### src/rtl/rxq_pkg.sv
package rxq_pkg;
  typedef enum logic [2:0] {
    ST_IDLE, ST_FETCH0, ST_FETCH1, ST_FETCH2,
    ST_RECV, ST_DROP, ST_STAT1, ST_STAT0
  } rxq_state_e;

  localparam int unsigned ENTRY_BYTES = 8;

  localparam logic [3:0] RA_DBASE = 4'd0;
  localparam logic [3:0] RA_DLEN  = 4'd1;
  localparam logic [3:0] RA_SBASE = 4'd2;
  localparam logic [3:0] RA_SLEN  = 4'd3;
  localparam logic [3:0] RA_DENQ  = 4'd4;
  localparam logic [3:0] RA_SENQ  = 4'd5;
  localparam logic [3:0] RA_INT   = 4'd6;
  localparam logic [3:0] RA_DCRED = 4'd7;
  localparam logic [3:0] RA_SCRED = 4'd8;

  localparam int unsigned B_PROC  = 31;
  localparam int unsigned B_OK    = 30;
  localparam int unsigned B_EOF   = 29;
  localparam int unsigned B_EOB   = 28;
  localparam int unsigned B_ERR   = 21;
  localparam int unsigned B_OVR   = 20;
  localparam int unsigned B_FE    = 19;
  localparam int unsigned B_RUNT  = 18;
  localparam int unsigned B_EXC   = 17;
  localparam int unsigned B_CRC   = 16;
  localparam int unsigned B_CRCI  = 15;
  localparam int unsigned INT_BIT = 2;
endpackage

### src/rtl/rxq_ring.sv
module rxq_ring #(
  parameter int AW   = 32,
  parameter int CW   = 16,
  parameter int STEP = 8
) (
  input  logic          clk,
  input  logic          rst_n,
  input  logic          base_we,
  input  logic [AW-1:0] base_in,
  input  logic          len_we,
  input  logic [AW-1:0] len_in,
  input  logic          enq_we,
  input  logic [CW-1:0] enq_in,
  input  logic          advance,
  output logic [AW-1:0] cur,
  output logic [CW-1:0] credit
);
  localparam logic [AW-1:0] STEP_V = AW'(STEP);

  logic [AW-1:0] base_q, base_d, len_q, len_d, cur_q, cur_d, nxt;
  logic [CW-1:0] cred_q, cred_d;

  always_comb begin
    base_d = base_we ? base_in : base_q;
    len_d  = len_we ? len_in : len_q;
    nxt    = cur_q + STEP_V;
    cur_d  = cur_q;
    if (base_we)      cur_d = base_in;
    else if (advance) cur_d = (nxt == base_q + len_q) ? base_q : nxt;
    cred_d = cred_q + (enq_we ? enq_in : '0) - (advance ? CW'(1) : '0);
  end

  always_ff @(posedge clk or negedge rst_n) begin
    if (!rst_n) begin
      base_q <= '0;
      len_q  <= '0;
      cur_q  <= '0;
      cred_q <= '0;
    end else begin
      base_q <= base_d;
      len_q  <= len_d;
      cur_q  <= cur_d;
      cred_q <= cred_d;
    end
  end

  assign cur    = cur_q;
  assign credit = cred_q;

  // an entry is only consumed against available credit
  p_no_underflow_r1: assert property (@(posedge clk) disable iff (!rst_n)
    advance |-> cred_q != '0);
endmodule

### src/rtl/rxq_pack.sv
module rxq_pack #(
  parameter int LW    = 16,
  parameter int LIMIT = 2044
) (
  input  logic          clk,
  input  logic          rst_n,
  input  logic          vld,
  input  logic          first,
  input  logic          last,
  input  logic          store,
  input  logic [7:0]    data,
  output logic          wr_en,
  output logic [LW-1:0] wr_off,
  output logic [31:0]   wr_word,
  output logic [LW-1:0] pos
);
  logic [LW-1:0] cnt_q, cnt_d;
  logic [31:0]   acc_q, acc_d, merged;

  always_comb begin
    pos    = first ? '0 : cnt_q;
    merged = (pos[1:0] == 2'd0) ? 32'd0 : acc_q;
    merged[8*pos[1:0] +: 8] = data;
    wr_en   = vld && store && (pos < LW'(LIMIT)) && ((pos[1:0] == 2'd3) || last);
    wr_off  = {pos[LW-1:2], 2'b00};
    wr_word = merged;
    cnt_d   = vld ? pos + LW'(1) : cnt_q;
    acc_d   = vld ? merged : acc_q;
  end

  always_ff @(posedge clk or negedge rst_n) begin
    if (!rst_n) begin
      cnt_q <= '0;
      acc_q <= '0;
    end else begin
      cnt_q <= cnt_d;
      acc_q <= acc_d;
    end
  end
endmodule

### src/rtl/rx_queue_engine.sv
module rx_queue_engine
  import rxq_pkg::*;
#(
  parameter int AW           = 32,
  parameter int CW           = 16,
  parameter int LW           = 16,
  parameter int BUF_BYTES    = 2048,
  parameter int MAX_LEN      = 2044,
  parameter int MIN_LEN      = 64,
  parameter bit CRC_INCLUDED = 1'b1
) (
  input  logic          clk,
  input  logic          rst_n,
  input  logic          reg_wr,
  input  logic          reg_rd,
  input  logic [3:0]    reg_addr,
  input  logic [31:0]   reg_wdata,
  output logic [31:0]   reg_rdata,
  input  logic          rx_valid,
  input  logic [7:0]    rx_data,
  input  logic          rx_last,
  input  logic          rx_crc_err,
  input  logic          rx_frame_err,
  output logic          mem_req,
  output logic          mem_we,
  output logic [AW-1:0] mem_addr,
  output logic [31:0]   mem_wdata,
  input  logic [31:0]   mem_rdata,
  output logic          irq
);
  localparam int STORE_LIM = (MAX_LEN < BUF_BYTES) ? MAX_LEN : BUF_BYTES;

  rxq_state_e    st_q, st_d;
  logic          have_q, have_d, crc_q, crc_d, fe_q, fe_d, ovr_q, ovr_d, int_q, int_d;
  logic [AW-1:0] bufa_q, bufa_d;
  logic [14:0]   idx_q, idx_d;
  logic [LW-1:0] len_q, len_d;

  logic [AW-1:0] d_cur, s_cur;
  logic [CW-1:0] d_cred, s_cred;
  logic          d_adv, s_adv;

  logic          first, accept, pk_vld, pk_store, pk_wr;
  logic [LW-1:0] pk_off, pk_pos;
  logic [31:0]   pk_word;

  logic          f_req, f_we;
  logic [AW-1:0] f_addr;
  logic [31:0]   f_wdata, w0, w1;
  logic          runt, excess, bad, int_rd;

  // ---------------- rings ----------------
  rxq_ring #(.AW(AW), .CW(CW), .STEP(ENTRY_BYTES)) u_dring (
    .clk(clk), .rst_n(rst_n),
    .base_we(reg_wr && reg_addr == RA_DBASE), .base_in(reg_wdata[AW-1:0]),
    .len_we(reg_wr && reg_addr == RA_DLEN), .len_in(reg_wdata[AW-1:0]),
    .enq_we(reg_wr && reg_addr == RA_DENQ), .enq_in(reg_wdata[CW-1:0]),
    .advance(d_adv), .cur(d_cur), .credit(d_cred));

  rxq_ring #(.AW(AW), .CW(CW), .STEP(ENTRY_BYTES)) u_sring (
    .clk(clk), .rst_n(rst_n),
    .base_we(reg_wr && reg_addr == RA_SBASE), .base_in(reg_wdata[AW-1:0]),
    .len_we(reg_wr && reg_addr == RA_SLEN), .len_in(reg_wdata[AW-1:0]),
    .enq_we(reg_wr && reg_addr == RA_SENQ), .enq_in(reg_wdata[CW-1:0]),
    .advance(s_adv), .cur(s_cur), .credit(s_cred));

  // ---------------- byte packing ----------------
  assign first    = rx_valid && (st_q == ST_IDLE);
  assign accept   = have_q && (s_cred != '0);
  assign pk_vld   = rx_valid && (st_q == ST_IDLE || st_q == ST_RECV || st_q == ST_DROP);
  assign pk_store = (st_q == ST_RECV) || (st_q == ST_IDLE && accept);

  rxq_pack #(.LW(LW), .LIMIT(STORE_LIM)) u_pack (
    .clk(clk), .rst_n(rst_n), .vld(pk_vld), .first(first), .last(rx_last),
    .store(pk_store), .data(rx_data), .wr_en(pk_wr), .wr_off(pk_off),
    .wr_word(pk_word), .pos(pk_pos));

  // ---------------- status words ----------------
  always_comb begin
    runt   = len_q < LW'(MIN_LEN);
    excess = len_q > LW'(MAX_LEN);
    bad    = ovr_q | fe_q | crc_q | runt | excess;
    w0 = '0;
    w0[B_PROC] = 1'b1;
    w0[B_OK]   = !bad;
    w0[B_EOF]  = 1'b1;
    w0[B_EOB]  = 1'b1;
    w0[B_ERR]  = bad;
    w0[B_OVR]  = ovr_q;
    w0[B_FE]   = fe_q;
    w0[B_RUNT] = runt;
    w0[B_EXC]  = excess;
    w0[B_CRC]  = crc_q;
    w0[B_CRCI] = CRC_INCLUDED;
    w1 = '0;
    w1[31]    = 1'b1;
    w1[30:16] = idx_q;
    w1[15:0]  = 16'(len_q);
  end

  // ---------------- control next state ----------------
  assign int_rd = reg_rd && reg_addr == RA_INT;

  always_comb begin
    st_d = st_q; have_d = have_q; bufa_d = bufa_q; idx_d = idx_q;
    len_d = len_q; crc_d = crc_q; fe_d = fe_q; ovr_d = ovr_q;
    int_d = int_rd ? 1'b0 : int_q;
    d_adv = 1'b0; s_adv = 1'b0;
    f_req = 1'b0; f_we = 1'b0; f_addr = '0; f_wdata = '0;
    if (pk_vld) begin
      len_d = pk_pos + LW'(1);
      crc_d = (first ? 1'b0 : crc_q) | rx_crc_err;
      fe_d  = (first ? 1'b0 : fe_q) | rx_frame_err;
    end
    case (st_q)
      ST_IDLE: begin
        if (rx_valid) begin
          if (accept) st_d = rx_last ? ST_STAT1 : ST_RECV;
          else begin
            ovr_d = 1'b1;
            st_d  = rx_last ? ST_IDLE : ST_DROP;
          end
        end else if (!have_q && d_cred != '0) begin
          st_d = ST_FETCH0;
        end
      end
      ST_FETCH0: begin
        f_req  = 1'b1;
        f_addr = d_cur;
        st_d   = ST_FETCH1;
      end
      ST_FETCH1: begin
        f_req  = 1'b1;
        f_addr = d_cur + AW'(4);
        bufa_d = mem_rdata[AW-1:0];
        st_d   = ST_FETCH2;
      end
      ST_FETCH2: begin
        idx_d  = mem_rdata[30:16];
        have_d = 1'b1;
        d_adv  = 1'b1;
        st_d   = ST_IDLE;
      end
      ST_RECV: if (rx_valid && rx_last) st_d = ST_STAT1;
      ST_DROP: if (rx_valid && rx_last) st_d = ST_IDLE;
      ST_STAT1: begin
        f_req = 1'b1; f_we = 1'b1;
        f_addr = s_cur + AW'(4); f_wdata = w1;
        st_d = ST_STAT0;
      end
      ST_STAT0: begin
        f_req = 1'b1; f_we = 1'b1;
        f_addr = s_cur; f_wdata = w0;
        s_adv = 1'b1; have_d = 1'b0; ovr_d = 1'b0; int_d = 1'b1;
        st_d = ST_IDLE;
      end
      default: st_d = ST_IDLE;
    endcase
  end

  always_ff @(posedge clk or negedge rst_n) begin
    if (!rst_n) begin
      st_q <= ST_IDLE; have_q <= 1'b0; bufa_q <= '0; idx_q <= '0;
      len_q <= '0; crc_q <= 1'b0; fe_q <= 1'b0; ovr_q <= 1'b0; int_q <= 1'b0;
    end else begin
      st_q <= st_d; have_q <= have_d; bufa_q <= bufa_d; idx_q <= idx_d;
      len_q <= len_d; crc_q <= crc_d; fe_q <= fe_d; ovr_q <= ovr_d; int_q <= int_d;
    end
  end

  // ---------------- outputs ----------------
  assign mem_req   = pk_wr | f_req;
  assign mem_we    = pk_wr | f_we;
  assign mem_addr  = pk_wr ? bufa_q + AW'(pk_off) : f_addr;
  assign mem_wdata = pk_wr ? pk_word : f_wdata;
  assign irq       = int_q;

  always_comb begin
    reg_rdata = '0;
    case (reg_addr)
      RA_INT:   reg_rdata[INT_BIT] = int_q;
      RA_DCRED: reg_rdata = 32'(d_cred);
      RA_SCRED: reg_rdata = 32'(s_cred);
      default:  reg_rdata = '0;
    endcase
  end

  // ---------------- assertions ----------------
  // buffer stores never collide with descriptor or status traffic
  p_one_user_r2: assert property (@(posedge clk) disable iff (!rst_n)
    !(pk_wr && f_req));
  // word 0 of a status entry always follows word 1 of the same entry
  p_w1_first_r3: assert property (@(posedge clk) disable iff (!rst_n)
    (mem_we && !pk_wr && mem_addr == s_cur) |->
      $past(mem_we && mem_addr == s_cur + AW'(4)));
  // a dropped frame touches no memory
  p_drop_quiet_r7: assert property (@(posedge clk) disable iff (!rst_n)
    (st_q == ST_DROP) |-> !mem_we);
  // interrupt rises only after a status word 0 was posted
  p_irq_src_r8: assert property (@(posedge clk) disable iff (!rst_n)
    $rose(irq) |-> $past(st_q == ST_STAT0));
  // read of the interrupt register clears it
  p_rdclr_r8: assert property (@(posedge clk) disable iff (!rst_n)
    (int_rd && st_q != ST_STAT0) |=> !irq);
endmodule

### config.mk
export PLATFORM = sky130hd
export DESIGN_NAME = rx_queue_engine
export DESIGN_NICKNAME = d
export VERILOG_FILES = /design/src/rtl/rxq_pkg.sv /design/src/rtl/rxq_ring.sv /design/src/rtl/rxq_pack.sv /design/src/rtl/rx_queue_engine.sv
export SDC_FILE = /design/constraint.sdc
export NUM_CORES = 1
export LEC_CHECK = 0
export BUFFER_PORTS_ARGS = -buffer_cell sky130_fd_sc_hd__buf_2
export CELL_PAD_IN_SITES_DETAIL_PLACEMENT = 0
export CELL_PAD_IN_SITES_GLOBAL_PLACEMENT = 2
export CORE_AREA = 2 2 283 285
export DETAILED_ROUTE_END_ITERATION = 7
export DIE_AREA = 0 0 285 287
export PLACE_DENSITY_LB_ADDON = 0.08
export SLEW_MARGIN = 30
export SYNTH_ARGS = -nofsm -noshare
export SYNTH_HDL_FRONTEND = slang
export SYNTH_HIERARCHICAL = 1
export SYNTH_SLANG_ARGS = --single-unit
### constraint.sdc
create_clock -name clk -period 10.4 [get_ports clk]
set_clock_uncertainty 0.1 [all_clocks]
set_input_delay 3.12 -clock clk [delete_from_list [all_inputs] [get_ports clk]]
set_output_delay 3.12 -clock clk [all_outputs]
set_load 0.01 [all_outputs]
Word-level counts from Yosys, hierarchy flattened --
Cells that the tools add are included.
Storage, ports and cells: flip-flop bits (word level) 327, input bits 84
Cells by class: muxes and demuxes 40, reduce and logical (&&, ||, !) cells 37, equality and inequality tests 23, add/sub/neg operators 13, bitwise operators 8, shifts and indexed selects 2, $lt $le $gt $ge 3
Operators with widths (number):
- 32-bit two-way mux | 9
- 32-bit case mux with 4 select lines | 1
- 32-bit by 3-bit adder with 32-bit output (second input constant) | 2
- 32-bit adder | 2
- 32-bit by 4-bit adder with 32-bit output (second input constant) | 2
- 32-bit == test | 2
- 32-bit case mux with 2 select lines | 1
- 16-bit two-way mux | 3
- 5-bit negator with 34-bit output | 1
- 8-bit by 34-bit variable shift with 32-bit output (first input constant) | 1
- 8-bit by 34-bit indexed part select with 32-bit output | 1
- 16-bit adder | 2
- 32-bit by 16-bit adder with 32-bit output | 1
- 32-bit bitwise mux | 1
- 16-bit nonzero test | 2
- 16-bit subtractor | 2
- 13-bit case mux with 2 select lines | 1
- 3-bit case mux with 7 select lines | 1
- 3-bit two-way mux | 6
- 16-bit by 1-bit adder with 16-bit output (second input constant) | 1
- 4-bit by 3-bit == test with 1-bit output (second input constant) | 4
- 16-bit by 11-bit > comparator with 1-bit output (second input constant) | 1
- 1-bit logical AND | 16
- 16-bit by 11-bit < comparator with 1-bit output (second input constant) | 1
- other kinds (26) | 62

Logic depth before layout (Yosys ltp) --
depth after elaboration 8, depth in mapped cells 22, mapped depth without buffers 20

Cells and area by module --
The synthesis kept the hierarchy.
Modules (own cells, without submodules):
- rxq_ring (u_dring) | seq. area each 2802.7 µm², times used 1, cells each 956, area each 8629.5 µm²
- rxq_ring (u_sring) | seq. area each 2802.7 µm², times used 1, cells each 902, area each 8389.3 µm²
- rx_queue_engine | seq. area each 1776.7 µm², times used 1, cells each 966, area each 7418.4 µm²
- rxq_pack | seq. area each 1201.2 µm², times used 1, cells each 342, area each 2950.3 µm²

Worst setup path after synthesis --
Ideal clock, no wire load.
path type input to output, start point input port rx_valid, end point output port mem_addr[29], cell stages on the path 15, data arrival time 6385 ps, path buffers 4, slack 795 ps, cell sequence clkbuf_1 nand3_1 inv_1 buf_2 clkbuf_1 nor2b_1 buf_4 ha_1 nor3_1 nor4b_1 o21ai_1 a21bo_2 a2111oi_0 xor2_1 a221o_1
On the way: longest elaborated chain between the ends 6, elaborated cells on any way between the ends 11, those cells by class add/sub: 1; order compare: 1; eq/ne: 1; mux: 2; reduce/logical: 6
Ends and longest elaborated chain:
- from (decl) | RTL line rx_queue_engine.sv:19 | input logic rx_valid,
- 1-bit logical AND * | RTL line rx_queue_engine.sv:68 | assign first = rx_valid && (st_q == ST_IDLE);
- named net first | RTL line rx_queue_engine.sv:43 | logic first, accept, pk_vld, pk_store, pk_wr;
- 16-bit two-way mux * | RTL line rxq_pack.sv:21 | pos = first ? '0 : cnt_q;
- named net pk_pos[5] | RTL line rx_queue_engine.sv:44 | logic [LW-1:0] pk_off, pk_pos;
- parallel branches: the longest is 3 deep, another holds 32-bit by 16-bit adder with 32-bit output
- 32-bit two-way mux * | RTL line rx_queue_engine.sv:174 | assign mem_addr = pk_wr ? bufa_q + AW'(pk_off) : f_addr;
- to (decl) | RTL line rx_queue_engine.sv:26 | output logic [AW-1:0] mem_addr,
Mark *: on every way through the listed nets, which the timed path passes.

Worst setup path after layout --
Ends and elaborated chain as after synthesis.

==> qor.csv <==
metric,value,unit
status,"finished, final reports clean",
gpl congestion,0.912,
design area,30700,um^2
Synth Area per Inst,8.65,um^2
"most common cell after layout, fill and taps aside",dfrtp_1,
die width,285,um
Internal,4.94,mW
initial detailed-routing violation count,1824,
cts hold-fix bufs,0,
DR vias/cell,5.60,
Total Routed Length,100,mm
die area,81800,um^2
share of layout cells above drive strength 1,0.155,
GRT Total Usage,0.240,
I/O Buffers,166,
Worst path slowest cell,a2111oi_0,
"Async S/R FF share, synth",1.00,
CP Capture Type,primary output,
max cap viols,0,
dpl ws,0.512,ns
dpl hpwl,75.7,mm
clock-pin slew on the worst setup and hold paths,0.06,ns
Std-Cell Rows,103,
post-route minimum period,9.94,ns
Synth-to-Final Area Change,12.1,%
CTS tree,done,
Top delay family on crit path,compound AO/OA/AOI/OAI gates,
antenna-violating nets left,0,
Net Sw Frac,0.465,
Final WS setup,0.464,ns
postcts setup bufs,0,
most frequent cells in the layout,"dfrtp_1, nand2_1, inv_1",
area of the mapped netlist,27400,um^2
# DRC,0,
Antenna diodes,0,
Gate power share,0.547,
Yosys warning total,6,
Resize count post-CTS,0,
leakage,13.3,nW
Slew @ Worst Pin,1.00,ns
final hold violations,0,
Max VDD drop,123,uV
crit share post-route,0.955,
Setup Viol. Count Final,0,
largest net degree at the start of global routing,139,
gate count of the mapped netlist,3166,
worst hold path type,flip-flop to flip-flop,
Area after DPL,29000,um^2
number of flops mapped to enable cells by yosys,0,
PD cells,300,nW/um^2
Slew headroom,0.328,
via count,24200,
WHS,0.381,ns
RSZ-0062 raised after global routing,no,
global-route wire length before repair,152,mm
htree depth,2,
CP required,7.18,ns
crit path DAT,6.72,ns
Sink Count,343,
Critical Path Start Type,primary input,
synth unique cells,107,
sequential area share after synthesis,0.313,
CP max FO,14,
crit path cell chain,"buf_2, nand3_1, inv_1, buf_4, nor2b_1, ha_1, o211ai_1, o21ai_1, o21ai_1, a21bo_2, a2111oi_0, xor2_1, a221o_1, buf_2",
die height,287,um
initial core utilization,0.348,
Final Net Count,3469,
clk root buf,clkbuf_16,
Worst Path Buf+Inv,4,
setup TNS,0,ns
drt first pass iters,6,
synthesized flop and latch total,343,
deepest clock path buffer count,3,
Num CTS Buffers,46,
worst-skew pair later-pin latency,0.60,ns
register share of total power,0.262,
Core Footprint,78600,um^2
"slowest stage delay, CP",0.51,ns
I/O Pins,183,
max-slew violation count,0,
fill count,8049,
clock share of power,0.191,
initial antenna violation count,3,
Psw,4.29,mW
vias in the first global route,23900,
Main synth FF type,dfrtp_1,
Peak Freq,101,MHz
gr ovfl total,0,
DR WL/cell,23.3,um
WS Path Type,primary input to primary output,
## sequential cells by signal (all words and copies together), names as in the netlist
register / cells
u_sring/credit: 16
st_q: 3
len_q: 16
ovr_q: 1
u_dring/credit: 16
u_dring/cur: 32
u_sring/cur: 32
crc_q: 1
u_pack/acc_q: 32
u_sring/base_q: 32
u_sring/len_q: 32
bufa_q: 32
idx_q: 15
u_pack/cnt_q: 16
have_q: 1
irq: 1
u_dring/len_q: 32
fe_q: 1
u_dring/base_q: 32
## final timing paths
check | cells past startpoint | end | slack [ns] | startpoint
max | 14 | mem_addr[29] | 0.46 | rx_valid
min | 2 | idx_q[12] | 0.38 | idx_q[12]
max reg2reg | 21 | u_dring/credit[14] | 4.44 | st_q[0]
min reg2reg | 2 | idx_q[12] | 0.38 | idx_q[12]
max in group asynchronous | 2 | u_dring/cur[28] | 6.34 | rst_n
min in group asynchronous | 1 | idx_q[6] | 2.46 | rst_n
## per-stage QoR
step	util	std cells	power, mW
after global placement	0.369	4232	7.39
after global routing	0.390	4319	9.93
final	0.390	4319	9.22
after CTS	0.390	4318	9.25
after detailed placement	0.369	4233	7.42
after floorplan	-	3182	5.86
## cells in the mapped netlist (16+ instances only)
master	count	area share
dfrtp_1	343	0.31
nand2_1	338	0.046
inv_1	187	0.026
a21oi_1	181	0.033
nor2_1	180	0.025
xnor2_1	167	0.053
mux2_2	152	0.062
ha_1	148	0.068
o21ai_0	140	0.026
clkbuf_1	117	0.016
nand3_1	99	0.018
xor2_1	97	0.031
nor3_1	82	0.015
a22oi_1	53	0.015
nand4_1	50	0.011
a21o_1	47	0.013
a22o_1	47	0.015
mux2i_1	42	0.015
buf_4	37	0.010
and3_1	36	0.0082
nor2b_1	36	0.0082
o31ai_1	34	0.0093
o221ai_1	33	0.011
a211oi_1	30	0.0082
nor4_1	30	0.0069
o22ai_1	26	0.0059
nand2b_1	25	0.0057
a31oi_1	24	0.0055
o211ai_1	23	0.0063
buf_2	22	0.0040
or3_1	20	0.0046
buf_1	19	0.0026
and2_1	17	0.0039
and4_1	17	0.0054
nor3b_1	17	0.0047
o21a_1	16	0.0044
## logic make-up (layout without fill, tap and decap cells)
group	count (synthesis)	after routing	synth area share
other cells	2	18	0.000274
flops	343	343	0.313
fa+ha+maj	153	153	0.0713
simple gates	1023	1023	0.191
buf+inv	392	479	0.0622
mux	196	196	0.0788
compound gates	786	786	0.193
xor+xnor	271	271	0.0902
## area by class of cell
class | count | area (um^2) | share of cell area
Clock buffer | 58 | 1270 | 0.0413
Clock inverter | 27 | 393 | 0.0128
Inverter | 188 | 706 | 0.0230
Multi-Input combinational cell | 2447 | 17200 | 0.562
Sequential cell | 343 | 8580 | 0.280
Tap cell | 1050 | 1310 | 0.0428
Timing Repair Buffer | 206 | 1190 | 0.0389
## power by group through the flow
stage                     clock network, mW  registers, mW  logic (mW)
after floorplan                           0           2.13        3.72
after global placement                    0           2.42        4.98
after detailed placement                  0           2.42        5.00
after CTS                              1.82           2.40        5.03
after global routing                   1.87           2.48        5.58
final                                  1.76           2.41        5.04
## worst reg2reg max path, stage by stage (launching register included)
cell	delay [ns]
dfrtp_1	0.34
inv_1	0.25
nor2_1	0.43
nand2_1	0.54
inv_2	0.42
buf_4	0.59
ha_1	0.30
inv_1	0.04
ha_1	0.20
inv_1	0.07
fa_1	0.21
nor2b_1	0.06
o21ai_0	0.21
a21boi_0	0.16
o21ai_0	0.25
a21boi_0	0.16
o21ai_0	0.22
a21boi_0	0.15
o21ai_0	0.23
a21oi_1	0.17
or4b_2	0.66
nand3_1	0.13
## per-layer routing
| layer | vias up | GRT usage | part of all wire |
|---|---|---|---|
| met1 | 11900 | 0.338 | 0.47 |
| met3 | 106 | 0.0361 | 0.056 |
| met2 | 704 | 0.384 | 0.45 |
| met5 | - | 0 | 0 |
| met4 | 0 | 0.0651 | 0.024 |
| li1 | 11500 | - | - |
Power figures use the tool's default switching activity.
